--- src/rtl/pll_seq_pkg.sv ---
package pll_seq_pkg;

    typedef enum logic [2:0] {
        ST_IDLE,
        ST_REL_RST,
        ST_SET_BW,
        ST_LOAD_DIV,
        ST_PWR_UP,
        ST_WAIT_LOCK,
        ST_PWR_DN,
        ST_HOLD_RST
    } seq_state_e;

    // reference-bandwidth select codes
    localparam logic [1:0] BW_GOOD  = 2'd0;
    localparam logic [1:0] BW_VBAD  = 2'd1;
    localparam logic [1:0] BW_BAD   = 2'd2;
    localparam logic [1:0] BW_VGOOD = 2'd3;

    // one strobe per control write
    typedef struct packed {
        logic rel_rst;
        logic set_bw;
        logic load_div;
        logic pwr_up;
        logic pwr_dn;
        logic hold_rst;
    } seq_act_t;

endpackage

--- src/rtl/pll_lock_timer.sv ---
module pll_lock_timer #(
    parameter int TIMEOUT_CYC = 2500000
) (
    input  logic clk,
    input  logic rst_n,
    input  logic run,
    output logic expired
);
    localparam int CNT_W = (TIMEOUT_CYC > 2) ? $clog2(TIMEOUT_CYC) : 1;
    localparam logic [CNT_W-1:0] LAST = CNT_W'(TIMEOUT_CYC - 1);

    logic [CNT_W-1:0] cnt;

    always_ff @(posedge clk or negedge rst_n) begin
        if (!rst_n)
            cnt <= '0;
        else if (!run)
            cnt <= '0;
        else if (cnt != LAST)
            cnt <= cnt + 1'b1;
    end

    assign expired = run && (cnt == LAST);


    cnt_bound_chk: assert property (@(posedge clk) disable iff (!rst_n)
        cnt <= LAST);

endmodule

--- src/rtl/pll_seq_fsm.sv ---
module pll_seq_fsm
    import pll_seq_pkg::*;
#(
    parameter bit HAS_RESET_CTL = 1'b1,
    parameter bit HAS_LOCK_STAT = 1'b1
) (
    input  logic     clk,
    input  logic     rst_n,
    input  logic     en_req,
    input  logic     dis_req,
    input  logic     pll_lock,
    input  logic     tmo,
    output seq_act_t act,
    output logic     waiting,
    output logic     accept_en,
    output logic     busy,
    output logic     done,
    output logic     err
);
    seq_state_e state, nxt;
    logic       fin_ok, fin_bad;

    always_comb begin
        nxt     = state;
        fin_ok  = 1'b0;
        fin_bad = 1'b0;
        unique case (state)
            ST_IDLE: begin
                if (dis_req)
                    nxt = ST_PWR_DN;
                else if (en_req)
                    nxt = HAS_RESET_CTL ? ST_REL_RST : ST_SET_BW;
            end
            ST_REL_RST:  nxt = ST_SET_BW;
            ST_SET_BW:   nxt = ST_LOAD_DIV;
            ST_LOAD_DIV: nxt = ST_PWR_UP;
            ST_PWR_UP: begin
                if (HAS_LOCK_STAT) begin
                    nxt = ST_WAIT_LOCK;
                end else begin
                    nxt    = ST_IDLE;
                    fin_ok = 1'b1;
                end
            end
            ST_WAIT_LOCK: begin
                if (pll_lock) begin
                    nxt    = ST_IDLE;
                    fin_ok = 1'b1;
                end else if (tmo) begin
                    nxt     = ST_IDLE;
                    fin_bad = 1'b1;
                end
            end
            ST_PWR_DN: begin
                if (HAS_RESET_CTL) begin
                    nxt = ST_HOLD_RST;
                end else begin
                    nxt    = ST_IDLE;
                    fin_ok = 1'b1;
                end
            end
            ST_HOLD_RST: begin
                nxt    = ST_IDLE;
                fin_ok = 1'b1;
            end
            default: nxt = ST_IDLE;
        endcase
    end

    // state register
    always_ff @(posedge clk or negedge rst_n) begin
        if (!rst_n) begin
            state <= ST_IDLE;
            done  <= 1'b0;
            err   <= 1'b0;
        end else begin
            state <= nxt;
            done  <= fin_ok;
            err   <= fin_bad;
        end
    end

    // outputs decoded from the state
    always_comb begin
        act          = '0;
        act.rel_rst  = (state == ST_REL_RST);
        act.set_bw   = (state == ST_SET_BW);
        act.load_div = (state == ST_LOAD_DIV);
        act.pwr_up   = (state == ST_PWR_UP);
        act.pwr_dn   = (state == ST_PWR_DN);
        act.hold_rst = (state == ST_HOLD_RST);
        waiting      = (state == ST_WAIT_LOCK);
        busy         = (state != ST_IDLE);
        accept_en    = (state == ST_IDLE) && en_req && !dis_req;
    end


    idle_accept_chk: assert property (@(posedge clk) disable iff (!rst_n)
        ($past(state) != ST_IDLE && $past(state) != ST_PWR_UP
         && $past(state) != ST_LOAD_DIV) |-> (state != ST_PWR_UP));

endmodule

--- src/rtl/pll_ctl_regs.sv ---
module pll_ctl_regs
    import pll_seq_pkg::*;
#(
    parameter int DIV_W         = 3,
    parameter bit HAS_RESET_CTL = 1'b1,
    parameter bit PWRDN_ACTIVE  = 1'b1
) (
    input  logic             clk,
    input  logic             rst_n,
    input  seq_act_t         act,
    input  logic             cap_div,
    input  logic [DIV_W-1:0] div_cfg,
    output logic             pll_rst_n,
    output logic [1:0]       pll_bw,
    output logic [DIV_W-1:0] pll_div,
    output logic             pll_pwrdn
);
    logic [DIV_W-1:0] div_hold;

    always_ff @(posedge clk or negedge rst_n) begin
        if (!rst_n) begin
            div_hold  <= '0;
            pll_bw    <= BW_VGOOD;
            pll_div   <= '0;
            pll_pwrdn <= PWRDN_ACTIVE;
        end else begin
            if (cap_div)      div_hold  <= div_cfg;
            if (act.set_bw)   pll_bw    <= BW_GOOD;
            if (act.load_div) pll_div   <= div_hold;
            if (act.pwr_up)   pll_pwrdn <= ~PWRDN_ACTIVE;
            if (act.pwr_dn)   pll_pwrdn <= PWRDN_ACTIVE;
        end
    end

    generate
        if (HAS_RESET_CTL) begin : g_rst_ctl
            always_ff @(posedge clk or negedge rst_n) begin
                if (!rst_n)
                    pll_rst_n <= 1'b0;
                else if (act.rel_rst)
                    pll_rst_n <= 1'b1;
                else if (act.hold_rst)
                    pll_rst_n <= 1'b0;
            end
        end else begin : g_no_rst_ctl
            assign pll_rst_n = 1'b1;
        end
    endgenerate

endmodule

--- src/rtl/pll_seq_ctrl.sv ---
module pll_seq_ctrl
    import pll_seq_pkg::*;
#(
    parameter int DIV_W          = 3,
    parameter int MULT_OFS       = 16,
    parameter int CLK_FREQ_HZ    = 250000000,
    parameter int LOCK_BUDGET_US = 10000,
    parameter bit HAS_RESET_CTL  = 1'b1,
    parameter bit HAS_LOCK_STAT  = 1'b1,
    parameter bit PWRDN_ACTIVE   = 1'b1,
    localparam int MULT_W = $clog2((1 << DIV_W) + MULT_OFS)
) (
    input  logic              clk,
    input  logic              rst_n,
    input  logic              en_req,
    input  logic              dis_req,
    input  logic [DIV_W-1:0]  div_cfg,
    input  logic              pll_lock,
    output logic              pll_rst_n,
    output logic [1:0]        pll_bw,
    output logic [DIV_W-1:0]  pll_div,
    output logic              pll_pwrdn,
    output logic [MULT_W-1:0] fb_mult,
    output logic              busy,
    output logic              done,
    output logic              err,
    output logic              enabled
);
    localparam int TIMEOUT_CYC = (CLK_FREQ_HZ / 1000000) * LOCK_BUDGET_US;

    seq_act_t act;
    logic     waiting, tmo, accept_en;

    pll_seq_fsm #(
        .HAS_RESET_CTL (HAS_RESET_CTL),
        .HAS_LOCK_STAT (HAS_LOCK_STAT)
    ) u_fsm (
        .clk       (clk),
        .rst_n     (rst_n),
        .en_req    (en_req),
        .dis_req   (dis_req),
        .pll_lock  (pll_lock),
        .tmo       (tmo),
        .act       (act),
        .waiting   (waiting),
        .accept_en (accept_en),
        .busy      (busy),
        .done      (done),
        .err       (err)
    );

    pll_lock_timer #(
        .TIMEOUT_CYC (TIMEOUT_CYC)
    ) u_timer (
        .clk     (clk),
        .rst_n   (rst_n),
        .run     (waiting),
        .expired (tmo)
    );

    pll_ctl_regs #(
        .DIV_W         (DIV_W),
        .HAS_RESET_CTL (HAS_RESET_CTL),
        .PWRDN_ACTIVE  (PWRDN_ACTIVE)
    ) u_regs (
        .clk       (clk),
        .rst_n     (rst_n),
        .act       (act),
        .cap_div   (accept_en),
        .div_cfg   (div_cfg),
        .pll_rst_n (pll_rst_n),
        .pll_bw    (pll_bw),
        .pll_div   (pll_div),
        .pll_pwrdn (pll_pwrdn)
    );

    assign fb_mult = MULT_W'(pll_div) + MULT_W'(MULT_OFS);
    assign enabled = (pll_pwrdn != PWRDN_ACTIVE);


    busy_end_chk: assert property (@(posedge clk) disable iff (!rst_n)
        $fell(busy) |-> (done ^ err));


    flag_excl_chk: assert property (@(posedge clk) disable iff (!rst_n)
        !(done && err));


    teardown_order_chk: assert property (@(posedge clk) disable iff (!rst_n)
        $fell(pll_rst_n) |-> (pll_pwrdn == PWRDN_ACTIVE));


    bringup_order_chk: assert property (@(posedge clk) disable iff (!rst_n)
        ((pll_pwrdn != PWRDN_ACTIVE) && ($past(pll_pwrdn) == PWRDN_ACTIVE))
        |-> (pll_rst_n && pll_bw == BW_GOOD));


    err_nolock_chk: assert property (@(posedge clk) disable iff (!rst_n)
        err |-> !$past(pll_lock));

endmodule

--- config.mk ---
export PLATFORM = sky130hd
export DESIGN_NAME = pll_seq_ctrl
export DESIGN_NICKNAME = d
export VERILOG_FILES = /design/src/rtl/pll_seq_pkg.sv /design/src/rtl/pll_lock_timer.sv /design/src/rtl/pll_seq_fsm.sv /design/src/rtl/pll_ctl_regs.sv /design/src/rtl/pll_seq_ctrl.sv
export SDC_FILE = /design/constraint.sdc
export NUM_CORES = 1
export LEC_CHECK = 0
export ABC_AREA = 1
export BUFFER_PORTS_ARGS = -buffer_cell sky130_fd_sc_hd__buf_2
export CORE_AREA = 3 3 52 101
export DETAILED_ROUTE_END_ITERATION = 8
export DIE_AREA = 0 0 55 104
export GPL_ROUTABILITY_DRIVEN = 0
export PLACE_DENSITY = 0.59
export SLEW_MARGIN = 5
export SYNTH_ARGS = -nofsm -noshare
export SYNTH_HDL_FRONTEND = slang
export SYNTH_SLANG_ARGS = --single-unit
--- constraint.sdc ---
create_clock -name clk -period 1.9 [get_ports clk]
set_input_delay 0.285 -clock clk [delete_from_list [all_inputs] [get_ports clk]]
set_output_delay 0.285 -clock clk [all_outputs]
set_load 0.005 [all_outputs]
Word level (Yosys, flattened, before mapping)
Cells that the tools add are included.

Mux-type cells: 16. Shifts and indexed selects: 0. $mul: 0. Div/mod/pow operators: 0. Reductions and logical operators: 9. Equality and inequality tests: 12. Bitwise logic cells: 1. Add/sub/neg operators: 2. Order comparisons: 0.

Operators with widths (count): $mux 22 (2); $pmux 3 s8 (1); $add 22x1->22 const B (1); $eq 22x22->1 const B (1); $ne 22x22->1 const B (1); $eq 3x3->1 const B (4); $mux 3 (4); $mux 1 (8); $eq 3x2->1 const B (2); $ne 3x3->1 const B (2); $add 3x5->5 const B (1); $reduce_bool 2->1 (2); $eq 3x1->1 const B (1); $logic_and 1x1->1 (3); $logic_not 3->1 (1); $reduce_bool 3->1 (1); $ne 2x2->1 const B (1); $pmux 1 s2 (1); $reduce_and 2->1 (1); $logic_not 1->1 (1); $not 1->1 (1).

Bits in registers: 37. Output and inout port bits: 16. Memories: 0. Input bits: 8. Bits in latches: 0. Logic and storage cells: 49. RAM bits: 0. ROM bits: 0.

Depth between registers and ports, before layout
Gate-level depths: netlist (run 1).

Depth in word-level cells: 5. Depth in mapped cells: 8. Mapped depth without buffers: 8.

Cells and area by module
Synthesis (run 1) repeated with hierarchy kept, for this count alone.

Cell total of the unflattened synthesis: 292. Area, all modules: 2053.2 sq um.

By module, submodules not included: pll_lock_timer (cells an instance 208, sequential area each 550.5 sq um, instances 1, area an instance 1376.3 sq um); pll_ctl_regs (cells an instance 40, sequential area each 227.7 sq um, instances 1, area an instance 347.8 sq um); pll_seq_fsm (cells an instance 36, sequential area each 125.1 sq um, instances 1, area an instance 280.3 sq um); pll_seq_ctrl (cells an instance 8, sequential area each 0.0 sq um, instances 1, area an instance 48.8 sq um).

Least setup slack after synthesis (run 1)
Ideal clock, no wire load.

Path kind: reg-to-reg. From: reg u_timer.cnt[0]. To: reg u_timer.cnt[20]. Required time: 1781 ps. Setup time: 119 ps. Clock period less this slack: 1315 ps. Cell stages (with the launch flop): 9. Arrival: 1196 ps. Buffers on the path: 0. Setup slack: 585 ps. Cell sequence: dfrtp_1 ha_1 nand3_2 nor3_4 nand2_2 clkinv_2 nand3_1 nand2_1 nor2_1.

Longest elaborated chain between the ends: 3. Elaborated cells on any way between the ends: 5. Classes of those cells: add/sub: 1; eq/ne: 2; mux: 2.

RTL lines: start: declaration (line pll_lock_timer.sv:12) `logic [CNT_W-1:0] cnt;`; start signal: assignment (line pll_lock_timer.sv:20) `cnt <= cnt + 1'b1;`; $add 22x1->22 (line pll_lock_timer.sv:20); $mux 22 (line pll_lock_timer.sv:19) `else if (cnt != LAST)`; $mux 22 (line pll_lock_timer.sv:17) `else if (!run)`.

Several ways; a longest one is shown, not always the timed one. The select of a mux whose other input is x is not followed. A chain may end at the register's enable or synchronous reset.

Worst setup path after layout (run 1)
From: reg u_fsm.state[2]. To: out busy.

Longest elaborated chain between the ends: 1.

RTL lines: start: declaration (line pll_seq_fsm.sv:20) `seq_state_e state, nxt;`; start signal: assignment (line pll_seq_fsm.sv:77) `state <= nxt;`; $reduce_bool 3->1 (line pll_seq_fsm.sv:93) `busy = (state != ST_IDLE);`; end: declaration (line pll_seq_ctrl.sv:24) `output logic busy,`.

Every way passes these cells.

==> flow_metrics.tcl, run 1 <==
set metrics [dict create \
    outcome "completed" \
    yosysWarningCount 0 \
    dpl-instance-area_um2 2120 \
    seqPwrFrac_pct 44.4 \
    drive_gt1_share_pct 20.3 \
    grt_first_pass_wirelength_um 7770 \
    std_cell_rows 35 \
    grt_max_degree 37 \
    critPathCaptureType "output pin" \
    switchingPower_uw 745 \
    via_per_inst 5.07 \
    finalHoldViolCount 0 \
    grtUsageTotal_pct 18.4 \
    syn_avg_cell_area_um2 7.87 \
    syn-num-nets 262 \
    die_y_um 104 \
    ys_seq_area_share_pct 45.4 \
    drtAntennaViolNets 0 \
    clockBufferDepth 2 \
    postSynthCellCount 253 \
    die_x_um 55 \
    period_needed_ps 1490 \
    cp-start-kind "flop" \
    period_share_pct 78.4 \
    core_um2 4640 \
    root_buffer "clkbuf_8" \
    drt_wl_total_um 4490 \
    p_int_mw 1.51 \
    reg2reg_from "u_timer.cnt[0]$_DFFE_PN0P_" \
    ys_types 33 \
    synth.top_cells.by_area "dfrtp_1, nand2_1, nor2_1, inv_1, o21ai_0" \
    first_pass_iters 5 \
    path_max_fanout 6 \
    setup_violations 0 \
    leakage_nw 1.01 \
    maxCapViolations 0 \
    tns_ps 0 \
    cts.clk_slew.worst_paths_ps 80 \
    final_max_slew_viol_count 0 \
    wire_per_inst_um 13.6 \
    post_cts_buffers 0 \
    synth_area_leader_cell "dfrtp_1" \
    skew_ps 7.44 \
    power.density_nw_per_um2 1010 \
    synth_top_area_share_pct 42.7 \
    cts_made_buffers 5 \
    reg2reg_depth 8 \
    fmax_mhz 671 \
    synth_enable_flop_cells 0 \
    ff2ff_setup_slack_ps 430 \
    io_pins 24 \
    pwr-share-clk_pct 30.1 \
    drc 0 \
    htreeDepth 2 \
    comb_power_share_pct 25.5 \
    rsz0062_at_grt "false" \
    hold_class "in -> async" \
    yosys_register_bits 36 \
    grt_pass1_vias 1722 \
    syn2layout_area_growth_pct 12.2 \
    dieArea_um2 5720 \
    clk_latency_ps 290 \
    design_area_um2 2230 \
    initial_core_util_pct 42.9 \
    clock-sinks 36 \
    peakVddDrop_v 0.000680 \
    cts_resized 0 \
    nets 284 \
    port_buffers 21 \
    cp.arrival_ps 1200 \
    crit_type "reg -> out" \
    hold_buffers 0 \
    diodes 0 \
    p_sw_share_pct 33.0 \
    syn_area_um2 1990 \
    synthArstFlopShare_pct 100 \
    worstReg2RegEnd "u_timer.cnt[20]$_DFFE_PN0P_" \
    ys.flop_type "dfrtp_1" \
    drtIter0Drc 28 \
    dp_hpwl_um 3550 \
    required_ps 1620 \
    cts_tree "built" \
    antenna_found_initial 0 \
    vias 1677 \
    grt-ovfl-total 0 \
]
==> through the flow <==
stage / instances / hold WS, ps / total power, mW / utilization (%) / setup WS [ps]
final: 331 / 19.3 / 2.26 / 48.1 / 410
after global placement: 323 / 358 / 1.60 / 45.7 / 489
after CTS: 331 / 42.2 / 2.30 / 48.1 / 385
after floorplan: 253 / -10.6 / 1.42 / - / 585
after detailed placement: 323 / 362 / 1.61 / 45.7 / 434
after global routing: 331 / 63.3 / 2.43 / 48.1 / 247
==> worst max-delay path, cell delays in order (launching register included) <==
cell and delay, ps:
dfrtp_1 440, nor3_1 260, inv_1 90, buf_2 130
==> routing by layer <==
metal / up-vias / GRT usage, % / part of all wire (%)
li1: 847 / - / -
met1: 785 / 17.7 / 34
met2: 34 / 34.6 / 60
met5: - / 0 / 0
met4: 0 / 8.52 / 3.1
met3: 11 / 2.58 / 3.0
==> registers in the layout, indices dropped and copies added (netlist names) <==
register and flops:
u_fsm.done 1, u_timer.cnt 22, u_fsm.err 1, u_regs.pll_bw 1, u_regs.pll_div 3, u_fsm.state 3, u_regs.pll_pwrdn 1, u_regs.div_hold 3
u_regs.pll_rst_n 1
==> worst max-delay path by stage <==
stage,startpoint,to,slack (ps),cells past startpoint
final,u_fsm.state[2]$_DFFE_PN0P_,busy,410,3
after detailed placement,u_timer.cnt[0]$_DFFE_PN0P_,u_timer.cnt[20]$_DFFE_PN0P_,430,8
after floorplan,u_timer.cnt[0]$_DFFE_PN0P_,u_timer.cnt[20]$_DFFE_PN0P_,580,8
after global placement,u_timer.cnt[0]$_DFFE_PN0P_,u_fsm.state[0]$_DFFE_PN0P_,490,6
after global routing,u_timer.cnt[0]$_DFFE_PN0P_,u_timer.cnt[18]$_DFFE_PN0P_,250,8
after CTS,u_fsm.state[2]$_DFFE_PN0P_,busy,380,3
==> Yosys cell counts, types with 2 or more instances <==
library cell   n
nand2_1       44
nor2_1        36
dfrtp_1       34
inv_1         33
o21ai_0       16
nand3_1       14
nor3_1        11
a21oi_1       10
buf_4          7
nand4_1        6
inv_2          4
nand2_2        4
nand3_2        3
o21ai_1        3
xor2_1         3
a31oi_1        2
conb_1         2
dfstp_2        2
nand2_4        2
nor2_2         2
nor2_4         2
nor3_2         2
==> final cells by class <==
cell class,count,area [um^2]
Tap cell,55,68.8
Inverter,38,144
Multi-Input combinational cell,171,886
Clock buffer,5,68.8
Timing Repair Buffer,23,120
Clock inverter,3,42.5
Sequential cell,36,903
Fill cell,487,2410
==> cells by family after synthesis <==
logic type / Yosys count / synth area share, %
other: 2 / 0.377
AO/OA/AOI/OAI: 36 / 9.99
flip-flops: 36 / 45.4
AND/OR/NAND/NOR: 128 / 31.7
XOR/XNOR: 4 / 1.76
buffers and inverters: 46 / 10.1
adder cells (fa/ha/maj): 1 / 0.628
==> placed cells by master (no fill, tap or decap), drive strengths merged <==
| cell type | n |
|---|---|
| nand2 | 50 |
| clkbuf | 5 |
| dfrtp | 34 |
| xor2 | 3 |
| bufinv | 1 |
| a211oi | 1 |
| xnor2 | 1 |
| o2111ai | 1 |
| a31oi | 2 |
| nand3 | 17 |
| inv | 37 |
| clkinvlp | 1 |
| conb | 2 |
| nor3 | 14 |
| ha | 1 |
| nand4 | 6 |
| nor2 | 41 |
| clkinv | 2 |
| buf | 23 |
| o31ai | 1 |
| a21oi | 11 |
| a311oi | 1 |
| dfstp | 2 |
| o21ai | 19 |
==> power groups by stage <==
stage          registers (mW)  logic, mW  clock network (mW)
2_1_floorplan            1.01      0.408                   0
3_3_place_gp             1.02      0.582                   0
5_1_grt                  1.02      0.675               0.734
3_5_place_dp             1.02      0.587                   0
6_report                 1.00      0.575               0.681
4_1_cts                  1.01      0.589               0.702
Power figures use the tool's default switching activity.
==> run 2, diff against run 1 <==
Clock period 1.9 ns to 1.41 ns, I/O delays scaled along.
==> flow_metrics.tcl, run 2 (synthesized netlist as in run 1, its figures left out) <==
set metrics [dict create \
    nets 298 \
    setup_violations 0 \
    crit_type "reg -> reg" \
    via_per_inst 5.15 \
    rsz0062_at_grt "true" \
    wl_met1_um 1710 \
    drive_gt1_share_pct 28.3 \
    grtUsageTotal_pct 19.3 \
    die_x_um 55 \
    first_pass_iters 4 \
    fin_util_pct 51.8 \
    cp_slowest_cell "dfrtp_1" \
    required_ps 1600 \
    min_from "pll_lock" \
    path_cells "ha_4 -> nand3_4 -> nor3_4 -> nand2_2 -> clkinv_2 -> nand3_1 -> nand2_1 -> nor2_1" \
    dp_hpwl_um 3840 \
    period_share_pct 99.3 \
    die_y_um 104 \
    path_max_fanout 5 \
    critPathCaptureType "flop" \
    layout_commonest_cell "nand2_1" \
    regMostFlops "u_timer.cnt" \
    grt-ovfl-total 0 \
    power.density_nw_per_um2 1280 \
    leakage_nw 1.07 \
    cp.arrival_ps 1590 \
    finalHoldViolCount 0 \
    wire_per_inst_um 14.9 \
    cts.clk_slew.worst_paths_ps 80 \
    critical_path.startpoint "u_timer.cnt[0]$_DFFE_PN0P_" \
    nFillCells 496 \
    hold_class "in -> reg" \
    clock-sinks 36 \
    outcome "completed" \
    multiInputGateArea_um2 953 \
    p_total_mw 3.08 \
    drtIter0Drc 32 \
    drt_wl_total_um 5130 \
    syn2layout_area_growth_pct 20.7 \
    cts_made_buffers 5 \
    drtAntennaViolNets 0 \
    ff_latch_area_um2 908 \
    grt_first_pass_wirelength_um 8010 \
    fmax_mhz 714 \
    drc 0 \
    clockBufferDepth 2 \
    max_stage_delay_ps 420 \
    peakVddDrop_v 0.000856 \
    cts_tree "built" \
    reg2reg_from "u_timer.cnt[0]$_DFFE_PN0P_" \
    dr.max_layer_used "met4" \
    antenna_found_initial 0 \
    largest_reg_flops 22 \
    port_buffers 21 \
    core_um2 4640 \
    root_buffer "clkbuf_8" \
    skew_ps 6.02 \
    period_needed_ps 1400 \
    maxCapViolations 0 \
    vias 1778 \
    io_pins 24 \
    dieArea_um2 5720 \
    layout_common_cells "nand2_1, inv_1, nor2_1" \
    grt_max_degree 37 \
    std_cell_rows 35 \
    diodes 0 \
    wl_met3_um 158 \
    htreeDepth 2 \
    grt_pass1_vias 1761 \
    initial_core_util_pct 42.9 \
    final_max_slew_viol_count 0 \
    clk_latency_ps 290 \
    cp-start-kind "flop" \
    wl_met2_um 2990 \
]
-- run 2: changes by cell type in the layout (fill, tap and decap cells not counted), moves of 2 or more --
cell / before / now
dfrtp_1: 34 / 30
dfrtp_2: 0 / 4
nand3_4: 0 / 2
nor3_2: 2 / 4
buf_4: 2 / 12
nor2_1: 36 / 32
nor2_2: 2 / 6
nor3_1: 11 / 9
-- run 2: layout make-up --
class / count / area share [%]
Clock buffer: 6 / 3.44
Clock inverter: 2 / 0.416
Inverter: 38 / 5.99
Multi-Input combinational cell: 172 / 39.7
Sequential cell: 36 / 37.8
Tap cell: 55 / 2.86
Timing Repair Buffer: 36 / 9.84
-- run 2: where the power goes --
part | total, mW | leakage (nW) | internal [mW] | switching [mW]
sequential | 1.37 | 0.469 | 1.23 | 0.137
combinational | 0.943 | 0.554 | 0.407 | 0.536
clock | 0.775 | 0.0510 | 0.390 | 0.385
total | 3.08 | 1.07 | 2.03 | 1.06
-- run 2: metal layers --
| metal | track usage [%] | up-vias |
|---|---|---|
| met5 | 0 | - |
| met4 | 10.8 | 0 |
| met3 | 3.44 | 20 |
| met2 | 34.7 | 43 |
| met1 | 18.8 | 838 |
| li1 | - | 877 |
-- run 2: worst max-delay path, delay by kind of cell (launching register included) --
kind | cells | cell delay (ps)
fa+ha+maj | 1 | 170
flops | 1 | 420
buf+inv | 1 | 90
simple gates | 6 | 620
-- run 2: per-stage QoR --
step	TNS [ps]	worst slack, ps	area, um^2	hold WS [ps]	std cells
after detailed placement	0	22.0	2210	291	333
after global routing	-670	-90.6	2400	106	345
final	0	9.74	2400	108	345
after CTS	0	5.92	2320	95.1	342
after floorplan	0	94.5	1990	-84.1	253
after global placement	0	48.5	2210	290	333
-- run 2: final timing paths --
check	to	slack [ps]	depth (start not counted)
setup / recovery	u_timer.cnt[18]$_DFFE_PN0P_	10	8
hold / removal	u_fsm.err$_DFF_PN0_	110	2
setup reg to reg	u_timer.cnt[18]$_DFFE_PN0P_	10	8
hold reg to reg	u_regs.pll_bw[0]$_DFFE_PN1P_	460	2
max in group asynchronous	u_timer.cnt[3]$_DFFE_PN0P_	550	3
min in group asynchronous	u_timer.cnt[21]$_DFFE_PN0P_	490	3
-- run 2: what timing repair did --
| action | in CTS | in global routing |
|---|---|---|
| hold endpoints to repair | 34 | 0 |
| cloned | 0 | 1 |
| pin swaps | 0 | 6 |
| setup buffers | 0 | 2 |
| hold buffers | 1 | 0 |
| gates resized for setup | 1 | 17 |
| setup endpoints to repair | 1 | 19 |
==> run 3, diff against run 2 <==
Clock period 1.41 ns to 1.7 ns, I/O delays scaled along.
==> flow_metrics.tcl, run 3 (synthesized netlist as in run 1, its figures left out) <==
set metrics [dict create \
    outcome "completed" \
    drive_gt1_share_pct 19.9 \
    setup_violations 0 \
    hold_ws_ps 155 \
    maxCapViolations 0 \
    wire_per_inst_um 13.8 \
    initial_core_util_pct 42.9 \
    clock-sinks 36 \
    drtIter0Drc 35 \
    rsz0062_at_grt "false" \
    tns_ps 0 \
    io_pins 24 \
    largest_reg_flops 22 \
    cts.clk_slew.worst_paths_ps 70 \
    layout_common_cells "nand2_1, nor2_1, dfrtp_1" \
    via_per_inst 5.10 \
    drtAntennaViolNets 0 \
    antenna_found_initial 0 \
    regMostFlops "u_timer.cnt" \
    first_pass_iters 6 \
    fin_cells 331 \
    clockBufferDepth 2 \
    min_path_cells 2 \
    grt_max_degree 37 \
    root_buffer "clkbuf_8" \
    leakage_nw 1.02 \
    hold_class "in -> reg" \
    grt_pass1_vias 1673 \
    critPathCaptureType "output pin" \
    port_buffers 21 \
    core_um2 4640 \
    peakVddDrop_v 0.000792 \
    clk_latency_ps 280 \
    period_needed_ps 1470 \
    die_x_um 55 \
    required_ps 1440 \
    grt-ovfl-total 0 \
    finalHoldViolCount 0 \
    path_max_fanout 6 \
    crit_type "reg -> out" \
    cp.arrival_ps 1220 \
    vias 1689 \
    post-place-ws_ps 256 \
    layout_commonest_cell "nand2_1" \
    post_cts_buffers 0 \
    cts_tree "built" \
    drc 0 \
    syn2layout_area_growth_pct 12.6 \
    power.density_nw_per_um2 1090 \
    skew_ps 6.99 \
    diodes 0 \
    cts_made_buffers 5 \
    period_share_pct 86.6 \
    fmax_mhz 680 \
    dp_hpwl_um 3550 \
    grtUsageTotal_pct 18.4 \
    worst_slack_ps 228 \
    htreeDepth 2 \
    cp-start-kind "flop" \
    nets 285 \
    dpl.cell_count 323 \
    drt_wl_total_um 4560 \
    dieArea_um2 5720 \
    reg2reg_depth 6 \
    die_y_um 104 \
    std_cell_rows 35 \
    final_max_slew_viol_count 0 \
    grt_first_pass_wirelength_um 7610 \
]
run 3: changes by cell type in the layout (fill, tap and decap cells not counted), sizes merged:
cell	previous run	this run
clkinv	3	1
buf	35	23
clkbuf	6	7
nor2	42	41
run 3: cell type report:
class                   count  area (um^2)
repair buffers             24          143
flip-flops and latches     36          903
multi-input cells         171          886
well taps                  55         68.8
clock buffers               7         96.3
fillers                   510         2400
inverters                  38          144
run 3: what timing repair did:
item / CTS / global route
hold buffers: 1 / 0
endpoints found under the setup margin: 0 / 0
resized for setup: 0 / 0
endpoints found under the hold margin: 34 / 0
run 3: final timing paths:
kind	from	to	slack, ps
setup / recovery	u_fsm.state[2]$_DFFE_PN0P_	busy	230
hold / removal	pll_lock	u_fsm.err$_DFF_PN0_	160
setup reg to reg	u_timer.cnt[0]$_DFFE_PN0P_	u_fsm.state[0]$_DFFE_PN0P_	250
hold reg to reg	u_regs.pll_bw[0]$_DFFE_PN1P_	u_regs.pll_bw[0]$_DFFE_PN1P_	460
max in group asynchronous	rst_n	u_regs.pll_bw[0]$_DFFE_PN1P_	990
min in group asynchronous	rst_n	u_timer.cnt[17]$_DFFE_PN0P_	460
run 3: power by group:
| part | switching [mW] | internal [mW] | leakage (nW) | total, mW |
|---|---|---|---|---|
| clock network | 0.301 | 0.361 | 0.0503 | 0.663 |
| registers | 0.109 | 1.02 | 0.475 | 1.13 |
| logic | 0.403 | 0.246 | 0.493 | 0.650 |
run 3: routing by layer:
layer  vias to the layer above  wire length (um)  global-route usage [%]
met5                         -                 0                       0
met4                         0               149                    9.39
met3                        10               136                    2.87
met2                        40              2730                    33.3
met1                       792              1550                    18.5
li1                        847                 -                       -
run 3: through the flow:
stage | instance area [um^2] | total power [mW] | utilization, %
3_5_place_dp | 2130 | 1.80 | 46.0
4_1_cts | 2240 | 2.47 | 48.3
5_1_grt | 2240 | 2.61 | 48.3
2_1_floorplan | 1990 | 1.59 | -
6_report | 2240 | 2.44 | 48.3
3_3_place_gp | 2130 | 1.79 | 46.0
run 3: worst max-delay path: stages, from the launching register on:
cell and delay [ps]:
dfrtp_1 450, nor3_1 270, inv_1 90, buf_2 130
